<file path="src/rtl/pirq_rt_pkg.sv">
package pirq_rt_pkg;
  localparam int unsigned ROUTE_W   = 8;
  localparam int unsigned NUM_PIRQ  = 4;
  localparam int unsigned NUM_IRQ   = 16;
  localparam logic [ROUTE_W-1:0] ROUTE_OFF = 8'h80;
endpackage

</file>
<file path="src/rtl/pirq_cfg_regs.sv">
module pirq_cfg_regs
  import pirq_rt_pkg::*;
#(
  parameter int unsigned N_PIRQ = NUM_PIRQ,
  parameter int unsigned ADDR_W = 8,
  parameter logic [ADDR_W-1:0] BASE = 8'h60
) (
  input  logic                              clk,
  input  logic                              rst_n,
  input  logic                              wr,
  input  logic [ADDR_W-1:0]                 addr,
  input  logic [N_PIRQ-1:0]                 be,
  input  logic [N_PIRQ*ROUTE_W-1:0]         wdata,
  output logic [N_PIRQ*ROUTE_W-1:0]         rdata,
  output logic [N_PIRQ-1:0][ROUTE_W-1:0]    route_q
);
  localparam int unsigned LANE_W = $clog2(N_PIRQ);

  logic                           hit;
  logic                           route_we;
  logic [N_PIRQ-1:0][ROUTE_W-1:0] route_d;

  assign hit      = (addr[ADDR_W-1:LANE_W] == BASE[ADDR_W-1:LANE_W]);
  assign route_we = wr && hit && (|be);

  always_comb begin
    route_d = route_q;
    for (int i = 0; i < int'(N_PIRQ); i++) begin
      if (be[i]) route_d[i] = wdata[i*ROUTE_W +: ROUTE_W];
    end
  end

  always_ff @(posedge clk or negedge rst_n) begin
    if (!rst_n) begin
      for (int i = 0; i < int'(N_PIRQ); i++) route_q[i] <= ROUTE_OFF;
    end else if (route_we) begin
      route_q <= route_d;
    end
  end

  assign rdata = hit ? route_q : '0;

  // writes elsewhere leave the routing bytes alone
  a_r6_foreign_write_ignored: assert property (@(posedge clk) disable iff (!rst_n)
    (wr && !hit) |=> $stable(route_q));

  for (genvar g = 0; g < int'(N_PIRQ); g++) begin : g_lane_chk
    // a disabled lane keeps its byte
    a_r5_lane_kept: assert property (@(posedge clk) disable iff (!rst_n)
      (!(wr && be[g])) |=> $stable(route_q[g]));
  end
endmodule

</file>
<file path="src/rtl/pirq_route_fabric.sv">
module pirq_route_fabric
  import pirq_rt_pkg::*;
#(
  parameter int unsigned N_PIRQ = NUM_PIRQ,
  parameter int unsigned N_IRQ  = NUM_IRQ
) (
  input  logic                           clk,
  input  logic                           rst_n,
  input  logic [N_PIRQ-1:0]              pirq_in,
  input  logic [N_PIRQ-1:0][ROUTE_W-1:0] route_q,
  output logic [N_IRQ-1:0]               isa_irq
);
  localparam logic [ROUTE_W-1:0] LIMIT = ROUTE_W'(N_IRQ);

  logic [N_PIRQ-1:0]             route_ok;
  logic [N_IRQ-1:0][N_PIRQ-1:0]  map_d;
  logic [N_IRQ-1:0][N_PIRQ-1:0]  map_q;
  logic [N_PIRQ-1:0][N_IRQ-1:0]  map_col;
  logic                          map_we;

  assign map_we = 1'b1;

  for (genvar p = 0; p < int'(N_PIRQ); p++) begin : g_pirq
    assign route_ok[p] = (route_q[p] < LIMIT);
    for (genvar n = 0; n < int'(N_IRQ); n++) begin : g_irq
      assign map_d[n][p]   = pirq_in[p] && route_ok[p] &&
                             (route_q[p] == ROUTE_W'(n));
      assign map_col[p][n] = map_q[n][p];
    end
    // a request sits on at most one line
    a_r2_one_line: assert property (@(posedge clk) disable iff (!rst_n)
      $onehot0(map_col[p]));
    // an unrouted request leaves no trace in the map
    a_r2_off_clears: assert property (@(posedge clk) disable iff (!rst_n)
      (route_q[p] >= LIMIT) |=> (map_col[p] == '0));
  end

  always_ff @(posedge clk or negedge rst_n) begin
    if (!rst_n)      map_q <= '0;
    else if (map_we) map_q <= map_d;
  end

  for (genvar n = 0; n < int'(N_IRQ); n++) begin : g_out
    assign isa_irq[n] = |map_q[n];
  end

  // a line can only be high if some request was high a cycle earlier
  a_r3_needs_request: assert property (@(posedge clk) disable iff (!rst_n)
    (isa_irq != '0) |-> $past(pirq_in != '0));
endmodule

</file>
<file path="src/rtl/pirq_route_query.sv">
module pirq_route_query
  import pirq_rt_pkg::*;
#(
  parameter int unsigned N_PIRQ = NUM_PIRQ,
  parameter int unsigned N_IRQ  = NUM_IRQ
) (
  input  logic [$clog2(N_PIRQ)-1:0]      sel,
  input  logic [N_PIRQ-1:0][ROUTE_W-1:0] route_q,
  output logic                           en,
  output logic [ROUTE_W-1:0]             irq
);
  localparam logic [ROUTE_W-1:0] LIMIT = ROUTE_W'(N_IRQ);

  logic [ROUTE_W-1:0] byte_sel;

  always_comb begin
    byte_sel = route_q[sel];
    en       = (byte_sel < LIMIT);
    irq      = en ? byte_sel : '1;
  end
endmodule

</file>
<file path="src/rtl/pirq_isa_router.sv">
module pirq_isa_router
  import pirq_rt_pkg::*;
#(
  parameter int unsigned N_PIRQ = NUM_PIRQ,
  parameter int unsigned N_IRQ  = NUM_IRQ,
  parameter int unsigned ADDR_W = 8,
  parameter logic [ADDR_W-1:0] BASE = 8'h60
) (
  input  logic                        clk,
  input  logic                        rst_n,
  input  logic                        cfg_wr,
  input  logic [ADDR_W-1:0]           cfg_addr,
  input  logic [N_PIRQ-1:0]           cfg_be,
  input  logic [N_PIRQ*ROUTE_W-1:0]   cfg_wdata,
  output logic [N_PIRQ*ROUTE_W-1:0]   cfg_rdata,
  input  logic [N_PIRQ-1:0]           pirq_in,
  output logic [N_IRQ-1:0]            isa_irq,
  input  logic [$clog2(N_PIRQ)-1:0]   qry_pirq,
  output logic                        qry_en,
  output logic [ROUTE_W-1:0]          qry_irq
);
  logic [N_PIRQ-1:0][ROUTE_W-1:0] route_q;

  pirq_cfg_regs #(.N_PIRQ(N_PIRQ), .ADDR_W(ADDR_W), .BASE(BASE)) u_regs (
    .clk(clk), .rst_n(rst_n), .wr(cfg_wr), .addr(cfg_addr), .be(cfg_be),
    .wdata(cfg_wdata), .rdata(cfg_rdata), .route_q(route_q)
  );

  pirq_route_fabric #(.N_PIRQ(N_PIRQ), .N_IRQ(N_IRQ)) u_fabric (
    .clk(clk), .rst_n(rst_n), .pirq_in(pirq_in), .route_q(route_q),
    .isa_irq(isa_irq)
  );

  pirq_route_query #(.N_PIRQ(N_PIRQ), .N_IRQ(N_IRQ)) u_query (
    .sel(qry_pirq), .route_q(route_q), .en(qry_en), .irq(qry_irq)
  );

  // an enabled answer is always a real line number
  a_r8_query_in_range: assert property (@(posedge clk) disable iff (!rst_n)
    qry_en |-> (qry_irq < ROUTE_W'(N_IRQ)));
  // a disabled answer reports all ones
  a_r8_query_off_ones: assert property (@(posedge clk) disable iff (!rst_n)
    !qry_en |-> (qry_irq == '1));
  // with every request off, the lines are low one cycle later
  a_r4_all_off_quiet: assert property (@(posedge clk) disable iff (!rst_n)
    (qry_en == 1'b0 && route_q == {N_PIRQ{ROUTE_OFF}}) |=> (isa_irq == '0));
endmodule

</file>
<file path="config.mk">
export PLATFORM = sky130hd
export DESIGN_NAME = pirq_isa_router
export DESIGN_NICKNAME = d
export VERILOG_FILES = /design/src/rtl/pirq_rt_pkg.sv /design/src/rtl/pirq_cfg_regs.sv /design/src/rtl/pirq_route_fabric.sv /design/src/rtl/pirq_route_query.sv /design/src/rtl/pirq_isa_router.sv
export SDC_FILE = /design/constraint.sdc
export NUM_CORES = 1
export LEC_CHECK = 0
export ABC_CLOCK_PERIOD_IN_PS = 2000
export BUFFER_PORTS_ARGS = -buffer_cell sky130_fd_sc_hd__buf_2
export CAP_MARGIN = 25
export CORE_ASPECT_RATIO = 0.9
export CORE_MARGIN = 5
export CORE_UTILIZATION = 38
export CTS_CLUSTER_DIAMETER = 120
export CTS_CLUSTER_SIZE = 25
export DETAILED_ROUTE_END_ITERATION = 8
export REMOVE_ABC_BUFFERS = 1
export SYNTH_ARGS = -nofsm -noshare
export SYNTH_HDL_FRONTEND = slang
export SYNTH_SLANG_ARGS = --single-unit
</file>
<file path="constraint.sdc">
create_clock -name clk -period 2 [get_ports clk]
set_input_delay 0.1 -clock clk [delete_from_list [all_inputs] [get_ports clk]]
set_output_delay 0.1 -clock clk [all_outputs]
set_load 0.03 [all_outputs]
</file>
==> flow_metrics.tcl, run 1 <==
set metrics [dict create \
    synth_warnings 0 \
    synth_top_flop_cell "dfrtp_1" \
    grt-ovfl-total 0 \
    viasPerCell 5.07 \
    wl_per_cell_um 17.3 \
    htree_levels 3 \
    grt_pass1_wl_um 17400 \
    power_mw 4.59 \
    start_util 0.390 \
    grt_pass1_vias 3318 \
    wl_um 10600 \
    synth_top_area_cell "dfrtp_1" \
    timing.final.crit_period_ns 1.92 \
    post_cts_buffers 0 \
    post-route-period-util 0.958 \
    ys_seq_elements 96 \
    seq_area_frac_synth 0.602 \
    hold_viol 0 \
    die_w_um 118 \
    yosys.area.top_type_share 0.576 \
    synth.distinct_cells 26 \
    cap_violations 0 \
    port_buffers 107 \
    synth_commonest_cells "dfrtp_1 (92), nor2_1 (54), and2_1 (32)" \
    arrival_ns 1.82 \
    cp-start-kind "flop" \
    nNetsFinal 531 \
    clk_pin_slew_ns 0.06 \
    hpwl_um 7640 \
    drive_gt1_frac 0.402 \
    grt_max_degree 73 \
    clock_sinks 96 \
    leakagePower_nw 2.83 \
    gp_congestion 0.825 \
    die_h_um 107 \
    cp_data_required_time_ns 1.90 \
    area.growth.synth_to_final_pct 36.3 \
    diodes 0 \
    fmax_mhz 522 \
    clk_latency_ns 0.34 \
    syn_area_mm2 0.00400 \
    setup-tns-final_ns 0 \
    crit_path_max_incr_delay_ns 0.58 \
    antenna_left 0 \
    report.final.slew_viol_count 0 \
    tightest_slew_ns 0.378 \
    rsz0062_at_grt "no" \
    rows 35 \
    io_pins 110 \
    cp-end-kind "output pin" \
    numCtsBuffers 9 \
    clockBufferDepth 2 \
    vdd_ir_drop_max_v 0.000581 \
    synthArstFlopShare 1.00 \
    gr-usage-all-layers 0.175 \
    min_path_type "in2async" \
    critical_path_class "reg2out" \
    path_buf_inv 1 \
    fill_cells 954 \
    synth_area_leaders "dfrtp_1 (58%), mux2_2 (6.8%), nor2_1 (5.1%)" \
    worst_path_max_delay_cell "dfstp_2" \
    dieArea_mm2 0.0127 \
    coreArea_mm2 0.0102 \
    cp_top_family "flip-flops" \
    final-setup-viol-count 0 \
    power.density_mw_per_mm2 842 \
    synth-edff-count 0 \
    slew_headroom 0.748 \
    syn_avg_cell_area_um2 12.3 \
    clock_skew_ns 0.00818 \
    cts_tree "yes" \
    drt-initial-drc-count 122 \
    syn_inst 325 \
    status "finished clean" \
    num_vias 3100 \
    crit_chain "nor3b_1 -> a32o_2 -> or2_2 -> buf_2" \
    dr.pass1.iters 4 \
    synth.most_common_cell "dfrtp_1" \
    drc 0 \
    antenna_found_initial 0 \
    path_max_fanout 9 \
    root_buffer "clkbuf_16" \
]
where the power goes:
part           total (mW)  leakage [nW]  internal, mW  switching, mW
registers            2.10          1.31          2.03         0.0750
clock network        1.81         0.157          1.10          0.711
logic               0.674          1.36         0.295          0.379
total                4.59          2.83          3.43           1.17
metal layers:
layer | global-route usage | up-vias | share of wire
li1 | - | 1433 | -
met1 | 0.220 | 1542 | 0.42
met2 | 0.295 | 116 | 0.50
met3 | 0.0515 | 9 | 0.074
met4 | 0.0524 | 0 | 0.010
met5 | 0 | - | 0
cells in the final DEF (no fill, tap or decap), drive strengths merged:
cell type	n
a32o	2
and2	32
buf	127
bufinv	2
clkbuf	10
clkinv	3
dfrtp	92
dfstp	4
dlygate4sd3	33
inv	3
mux2	32
mux4	4
nand2	7
nand2b	9
nand4b	4
nand4bb	8
nor2	54
nor2b	1
nor3	24
nor3b	1
nor4b	4
o21bai	4
or2	1
or4	17
or4b	5
cells by family (layout without fill, tap and decap cells):
logic type / Yosys count / in the layout / synth area share
AOI/OAI and AO/OA: 6 / 6 / 0.0125
buffers and inverters: 20 / 178 / 0.0210
DFF: 96 / 96 / 0.602
muxes: 36 / 36 / 0.120
and+or+nand+nor: 167 / 167 / 0.245
layout make-up:
type | count | area [um^2] | share of cell area
clock buffers | 10 | 229 | 0.0420
clock inverters | 6 | 91.3 | 0.0168
inverters | 2 | 7.51 | 0.00138
multi-input cells | 209 | 1520 | 0.280
flip-flops and latches | 96 | 2410 | 0.442
well taps | 129 | 161 | 0.0296
repair buffers | 160 | 1030 | 0.189
flip-flops by register name (all words and copies together), names as in the netlist:
register,cells
u_fabric.map_col,64
u_regs.route_q,32
repair_timing:
item                                   CTS  global route
setup endpoints to repair                0             4
endpoints found under the hold margin   56             0
gates resized for setup                  0             4
hold buffers                            33             0
worst reg2reg max path: cells and delay by family, from the launching register on:
family	cells	cell delay (ns)
simple gates	3	1.19
buf+inv	1	0.20
flops	1	0.40
per-stage QoR:
stage	util	instances	worst slack (ns)	area (um^2)	hold slack (ns)
after floorplan	-	307	0.0832	3920	-0.196
after global placement	0.467	563	0.117	4790	0.0188
after detailed placement	0.467	563	0.0985	4790	0.0255
final	0.532	612	0.0836	5450	0.199
after CTS	0.531	612	0.0317	5440	0.203
after global routing	0.532	612	0.00770	5450	0.240
final timing paths:
check	slack [ns]	end	start	cells past startpoint
hold / removal	0.20	u_fabric.map_col[61]	rst_n	2
setup / recovery	0.08	qry_en	u_regs.route_q[23]	4
min in group clk	0.35	u_regs.route_q[25]	cfg_be[3]	5
max in group asynchronous	1.09	u_regs.route_q[7]	rst_n	3
hold reg to reg	0.56	u_regs.route_q[6]	u_regs.route_q[6]	1
setup reg to reg	0.12	u_fabric.map_col[0]	u_regs.route_q[6]	4
Power figures use the tool's default switching activity.
==> run 2, diff against run 1 <==
- ABC_CLOCK_PERIOD_IN_PS: 2000 -> 1800
- clock period: 2 -> 1.8 ns (I/O delays scaled with it)
==> flow_metrics.tcl, run 2 (same netlist as run 1, synthesis figures left out) <==
set metrics [dict create \
    switching_share 0.263 \
    grt-ovfl-total 0 \
    clockBufferDepth 2 \
    p_int_mw 3.75 \
    final_common_cell "buf_2" \
    clock_skew_ns 0.00751 \
    diodes 0 \
    report.final.slew_viol_count 0 \
    status "finished clean" \
    cp-start-kind "flop" \
    grt_pass1_vias 3325 \
    root_buffer "clkbuf_16" \
    dieArea_mm2 0.0127 \
    die_h_um 107 \
    drive_gt1_frac 0.438 \
    crit-reg2reg-launch "u_regs.route_q[14]" \
    htree_levels 3 \
    hold_viol 0 \
    path_max_fanout 6 \
    dr.pass1.iters 5 \
    numCtsBuffers 9 \
    clk_pin_slew_ns 0.07 \
    area.growth.synth_to_final_pct 41.4 \
    wl_per_cell_um 17.7 \
    power_frac_seq 0.460 \
    drc 0 \
    cts_tree "yes" \
    rsz0062_at_grt "yes" \
    fmax_mhz 563 \
    dpl-instance-area_mm2 0.00485 \
    p_clk_frac 0.365 \
    io_pins 110 \
    clock_sinks 96 \
    setup-tns-final_ns 0 \
    cp-end-kind "output pin" \
    startpoint "u_regs.route_q[31]" \
    antenna_found_initial 0 \
    arrival_ns 1.69 \
    post-route-period-util 0.987 \
    timing.final.crit_period_ns 1.78 \
    antenna_left 0 \
    wl_um 11100 \
    tightest_slew_ns 0.510 \
    combPwrFrac 0.175 \
    coreArea_mm2 0.0102 \
    drt-initial-drc-count 120 \
    layout_common_cells "buf_2 (97), dfrtp_1 (92), nor2_1 (50), buf_4 (34)" \
    power.switching_mw 1.34 \
    grt_max_degree 42 \
    min_path_type "in2reg" \
    grt_pass1_wl_um 17400 \
    utilization 0.552 \
    nNetsFinal 544 \
    slew_headroom 0.660 \
    viasPerCell 5.08 \
    critical_path_class "reg2out" \
    rows 35 \
    num_vias 3168 \
    final_area_mm2 0.00566 \
    power.density_mw_per_mm2 899 \
    vdd_ir_drop_max_v 0.000488 \
    gp_congestion 0.846 \
    leakagePower_nw 2.92 \
    die_w_um 118 \
    hpwl_um 7900 \
    largest_register_ffs 64 \
    cap_violations 0 \
    port_buffers 107 \
    start_util 0.390 \
    hp-start "cfg_wdata[11]" \
    clk_latency_ns 0.34 \
    final-setup-viol-count 0 \
    cp_data_required_time_ns 1.71 \
    gr-usage-all-layers 0.175 \
]
-- run 2: changes by cell type in the layout (fill, tap and decap cells not counted), sizes merged --
cell,delta
a32o,+1
buf,+13
bufinv,-1
clkinv,-1
clkinvlp,+1
dlygate4sd3,-1
-- run 2: cell type report --
class | instances | area, um^2
sequential | 96 | 2410
clock buffer | 10 | 229
timing repair buffer | 172 | 1170
tap | 129 | 161
clock inverter | 5 | 56.3
multi-input combinational | 210 | 1620
inverter | 2 | 7.51
fill | 886 | 4590
-- run 2: per-layer routing --
| layer | global-route usage | up-vias | part of all wire |
|---|---|---|---|
| li1 | - | 1463 | - |
| met1 | 0.222 | 1571 | 0.43 |
| met2 | 0.297 | 120 | 0.49 |
| met3 | 0.0478 | 14 | 0.072 |
| met4 | 0.0467 | 0 | 0.012 |
| met5 | 0 | - | 0 |
-- run 2: worst paths after layout --
path                                         to  slack [ns]  depth (start not counted)
min in group asynchronous   u_fabric.map_col[4]        0.27                          2
hold reg to reg              u_regs.route_q[28]        0.60                          1
hold / removal               u_regs.route_q[11]        0.01                          2
setup reg to reg           u_fabric.map_col[16]        0.04                          5
setup / recovery                     qry_irq[6]        0.02                          5
max in group asynchronous     u_regs.route_q[7]        0.87                          3
-- run 2: through the flow --
| stage | instances | worst slack, ns | total power [mW] | hold WS (ns) |
|---|---|---|---|---|
| finish | 624 | 0.0226 | 5.08 | 0.0105 |
| global route | 624 | -0.0257 | 5.27 | 0.00703 |
| CTS | 623 | 0.00369 | 5.06 | 0.00266 |
| detailed placement | 571 | -0.0525 | 3.09 | 0.101 |
| global placement | 571 | -0.0700 | 3.08 | 0.0989 |
| floorplan | 307 | -0.0968 | 2.74 | -0.206 |
-- run 2: repair_timing --
item	CTS	global route
resized for setup	18	27
gates cloned	1	0
pin swaps	2	10
setup endpoints to repair	15	15
hold endpoints to repair	64	0
setup buffers	4	3
hold buffers	32	0
-- run 2: power groups by stage --
stage          registers [mW]  clock network, mW  logic, mW
4_1_cts                  2.33               1.89      0.841
5_1_grt                  2.35               1.97      0.959
3_5_place_dp             2.37                  0      0.717
6_report                 2.34               1.85      0.891
2_1_floorplan            2.36                  0      0.381
3_3_place_gp             2.37                  0      0.714
-- run 2: critical path, stage by stage, from the launching register on --
cell	delay, ns
dfstp_2	0.57
nor3_2	0.05
a32o_2	0.33
buf_6	0.17
nor2_4	0.09
buf_6	0.14
==> run 3, diff against run 2 <==
- ABC_AREA: not set -> 1
==> flow_metrics.tcl, run 3 <==
set metrics [dict create \
    status "finished clean" \
    nNetsFinal 675 \
    fin_ws_ns 0.126 \
    timing.final.crit_period_ns 1.67 \
    numCtsBuffers 9 \
    io_pins 110 \
    layout_common_cells "nor2_1 (138), nand2_1 (107), buf_2 (106), dfrtp_1 (92), nand3_1 (52)" \
    num_vias 3607 \
    syn_inst 479 \
    rows 35 \
    area.growth.synth_to_final_pct 31.3 \
    ys_seq_elements 96 \
    clock_sinks 96 \
    synth.distinct_cells 19 \
    clk_pin_slew_ns 0.07 \
    largest_register_ffs 64 \
    fmax_mhz 597 \
    die_h_um 108 \
    seq_area_frac_synth 0.591 \
    synth.most_common_cell "nor2_1" \
    synth_top_area_cell "dfrtp_1" \
    cp_data_required_time_ns 1.71 \
    min_path_type "in2reg" \
    synth_top_flop_cell "dfrtp_1" \
    worst_path_max_delay_cell "dfstp_2" \
    grt-ovfl-total 0 \
    crit-reg2reg-launch "u_regs.route_q[30]" \
    synth-edff-count 0 \
    post-route-period-util 0.930 \
    leakagePower_nw 2.87 \
    cap_violations 0 \
    tightest_slew_ns 0.481 \
    syn_avg_cell_area_um2 8.51 \
    crit_chain "nor2_1 -> nand4_1 -> nand3_2 -> nand3_1 -> buf_2" \
    wl_per_cell_um 15.0 \
    power_mw 4.92 \
    gp_congestion 0.809 \
    drt-initial-drc-count 179 \
    antenna_found_initial 0 \
    path_max_fanout 8 \
    clk_latency_ns 0.34 \
    antenna_left 0 \
    r2r_slack_ns 0.52 \
    final_common_cell "nor2_1" \
    grt_max_degree 41 \
    cp_top_family "flip-flops" \
    final-setup-viol-count 0 \
    utilization 0.515 \
    root_buffer "clkbuf_16" \
    coreArea_mm2 0.0104 \
    wl_um 11300 \
    grt_pass1_wl_um 18200 \
    fill_cells 981 \
    path_buf_inv 1 \
    synth_area_leaders "dfrtp_1 (57%), nor2_1 (13%), nand2_1 (9.9%)" \
    synth_warnings 0 \
    yosys.area.top_type_share 0.565 \
    grt_pass1_vias 3720 \
    hold_end "u_regs.route_q[1]" \
    cts_tree "yes" \
    start_util 0.393 \
    clockBufferDepth 2 \
    cp-end-kind "output pin" \
    rsz0062_at_grt "no" \
    synthArstFlopShare 1.00 \
    setup-tns-final_ns 0 \
    hold_viol 0 \
    reg2reg_depth 4 \
    whs_path_depth 3 \
    vdd_ir_drop_max_v 0.000422 \
    htree_levels 3 \
    arrival_ns 1.58 \
    gr-usage-all-layers 0.180 \
    hpwl_um 8440 \
    die_w_um 119 \
    clock_skew_ns 0.00576 \
    dp_slack_ns 0.371 \
    hp-start "cfg_wdata[1]" \
    dieArea_mm2 0.0129 \
    drive_gt1_frac 0.231 \
    r2r-end "u_fabric.map_col[60]" \
    synth_commonest_cells "nor2_1 (138), nand2_1 (107), dfrtp_1 (92)" \
    dr.pass1.iters 4 \
    power.density_mw_per_mm2 920 \
    cp-start-kind "flop" \
    drc 0 \
    post_cts_buffers 0 \
    diodes 0 \
    critical_path_class "reg2out" \
    report.final.slew_viol_count 0 \
    slew_headroom 0.679 \
    crit_path_max_incr_delay_ns 0.55 \
    syn_area_mm2 0.00407 \
    port_buffers 107 \
    viasPerCell 4.77 \
]
## run 3: metrics by stage
| stage | cells | instance area [um^2] | hold WS (ns) |
|---|---|---|---|
| final | 756 | 5350 | 0.0128 |
| after floorplan | 467 | 3970 | -0.206 |
| after detailed placement | 708 | 4720 | 0.0877 |
| after global placement | 708 | 4720 | 0.0809 |
| after CTS | 756 | 5340 | 0.00203 |
| after global routing | 756 | 5350 | 0.00875 |
## run 3: worst max path at each step
stage | startpoint | to | slack, ns | depth (start not counted)
2_1_floorplan | u_regs.route_q[23] | qry_en | 0.38 | 5
3_3_place_gp | u_regs.route_q[31] | qry_irq[1] | 0.40 | 5
3_5_place_dp | u_regs.route_q[31] | qry_irq[1] | 0.37 | 5
4_1_cts | u_regs.route_q[15] | qry_irq[1] | 0.02 | 5
5_1_grt | u_regs.route_q[30] | qry_en | 0.01 | 6
6_report | u_regs.route_q[31] | qry_irq[1] | 0.13 | 5
## run 3: kinds of logic (layout without fill, tap and decap cells)
kind of cell / Yosys count / count (layout) / share of synthesized area
AND/OR/NAND/NOR: 317 / 317 / 0.330
buffers and inverters: 50 / 198 / 0.0596
AO/OA/AOI/OAI: 16 / 16 / 0.0197
flip-flops: 96 / 96 / 0.591
## run 3: worst register-to-register path, cell delays in order (launching register included)
cell and delay (ns):
dfrtp_1 0.40, nor2_1 0.14, and3_1 0.24, nand3_1 0.22, nor2_1 0.21
## run 3: per-layer routing
| layer | wire length (um) | GRT usage |
|---|---|---|
| met5 | 0 | 0 |
| met1 | 5070 | 0.229 |
| met2 | 5490 | 0.313 |
| met3 | 670 | 0.0408 |
| met4 | 118 | 0.0414 |
## run 3: power by group
| group | leakage, nW | switching [mW] | internal (mW) |
|---|---|---|---|
| clock | 0.144 | 0.874 | 1.01 |
| combinational | 1.41 | 0.484 | 0.233 |
| sequential | 1.31 | 0.0692 | 2.25 |
## run 3: area by class of cell
cell class / instances / area [um^2] / area share
clock buffer: 10 / 239 / 0.0447
clock inverter: 6 / 56.3 / 0.0105
inverter: 38 / 143 / 0.0267
multi-input combinational: 333 / 1430 / 0.268
sequential: 96 / 2410 / 0.450
tap: 129 / 161 / 0.0302
timing repair buffer: 144 / 908 / 0.170
## run 3: repair_timing
item,4_1_cts,5_1_grt
endpoints found under the setup margin,1,5
hold buffers,32,0
resized for setup,1,1
endpoints found under the hold margin,63,0
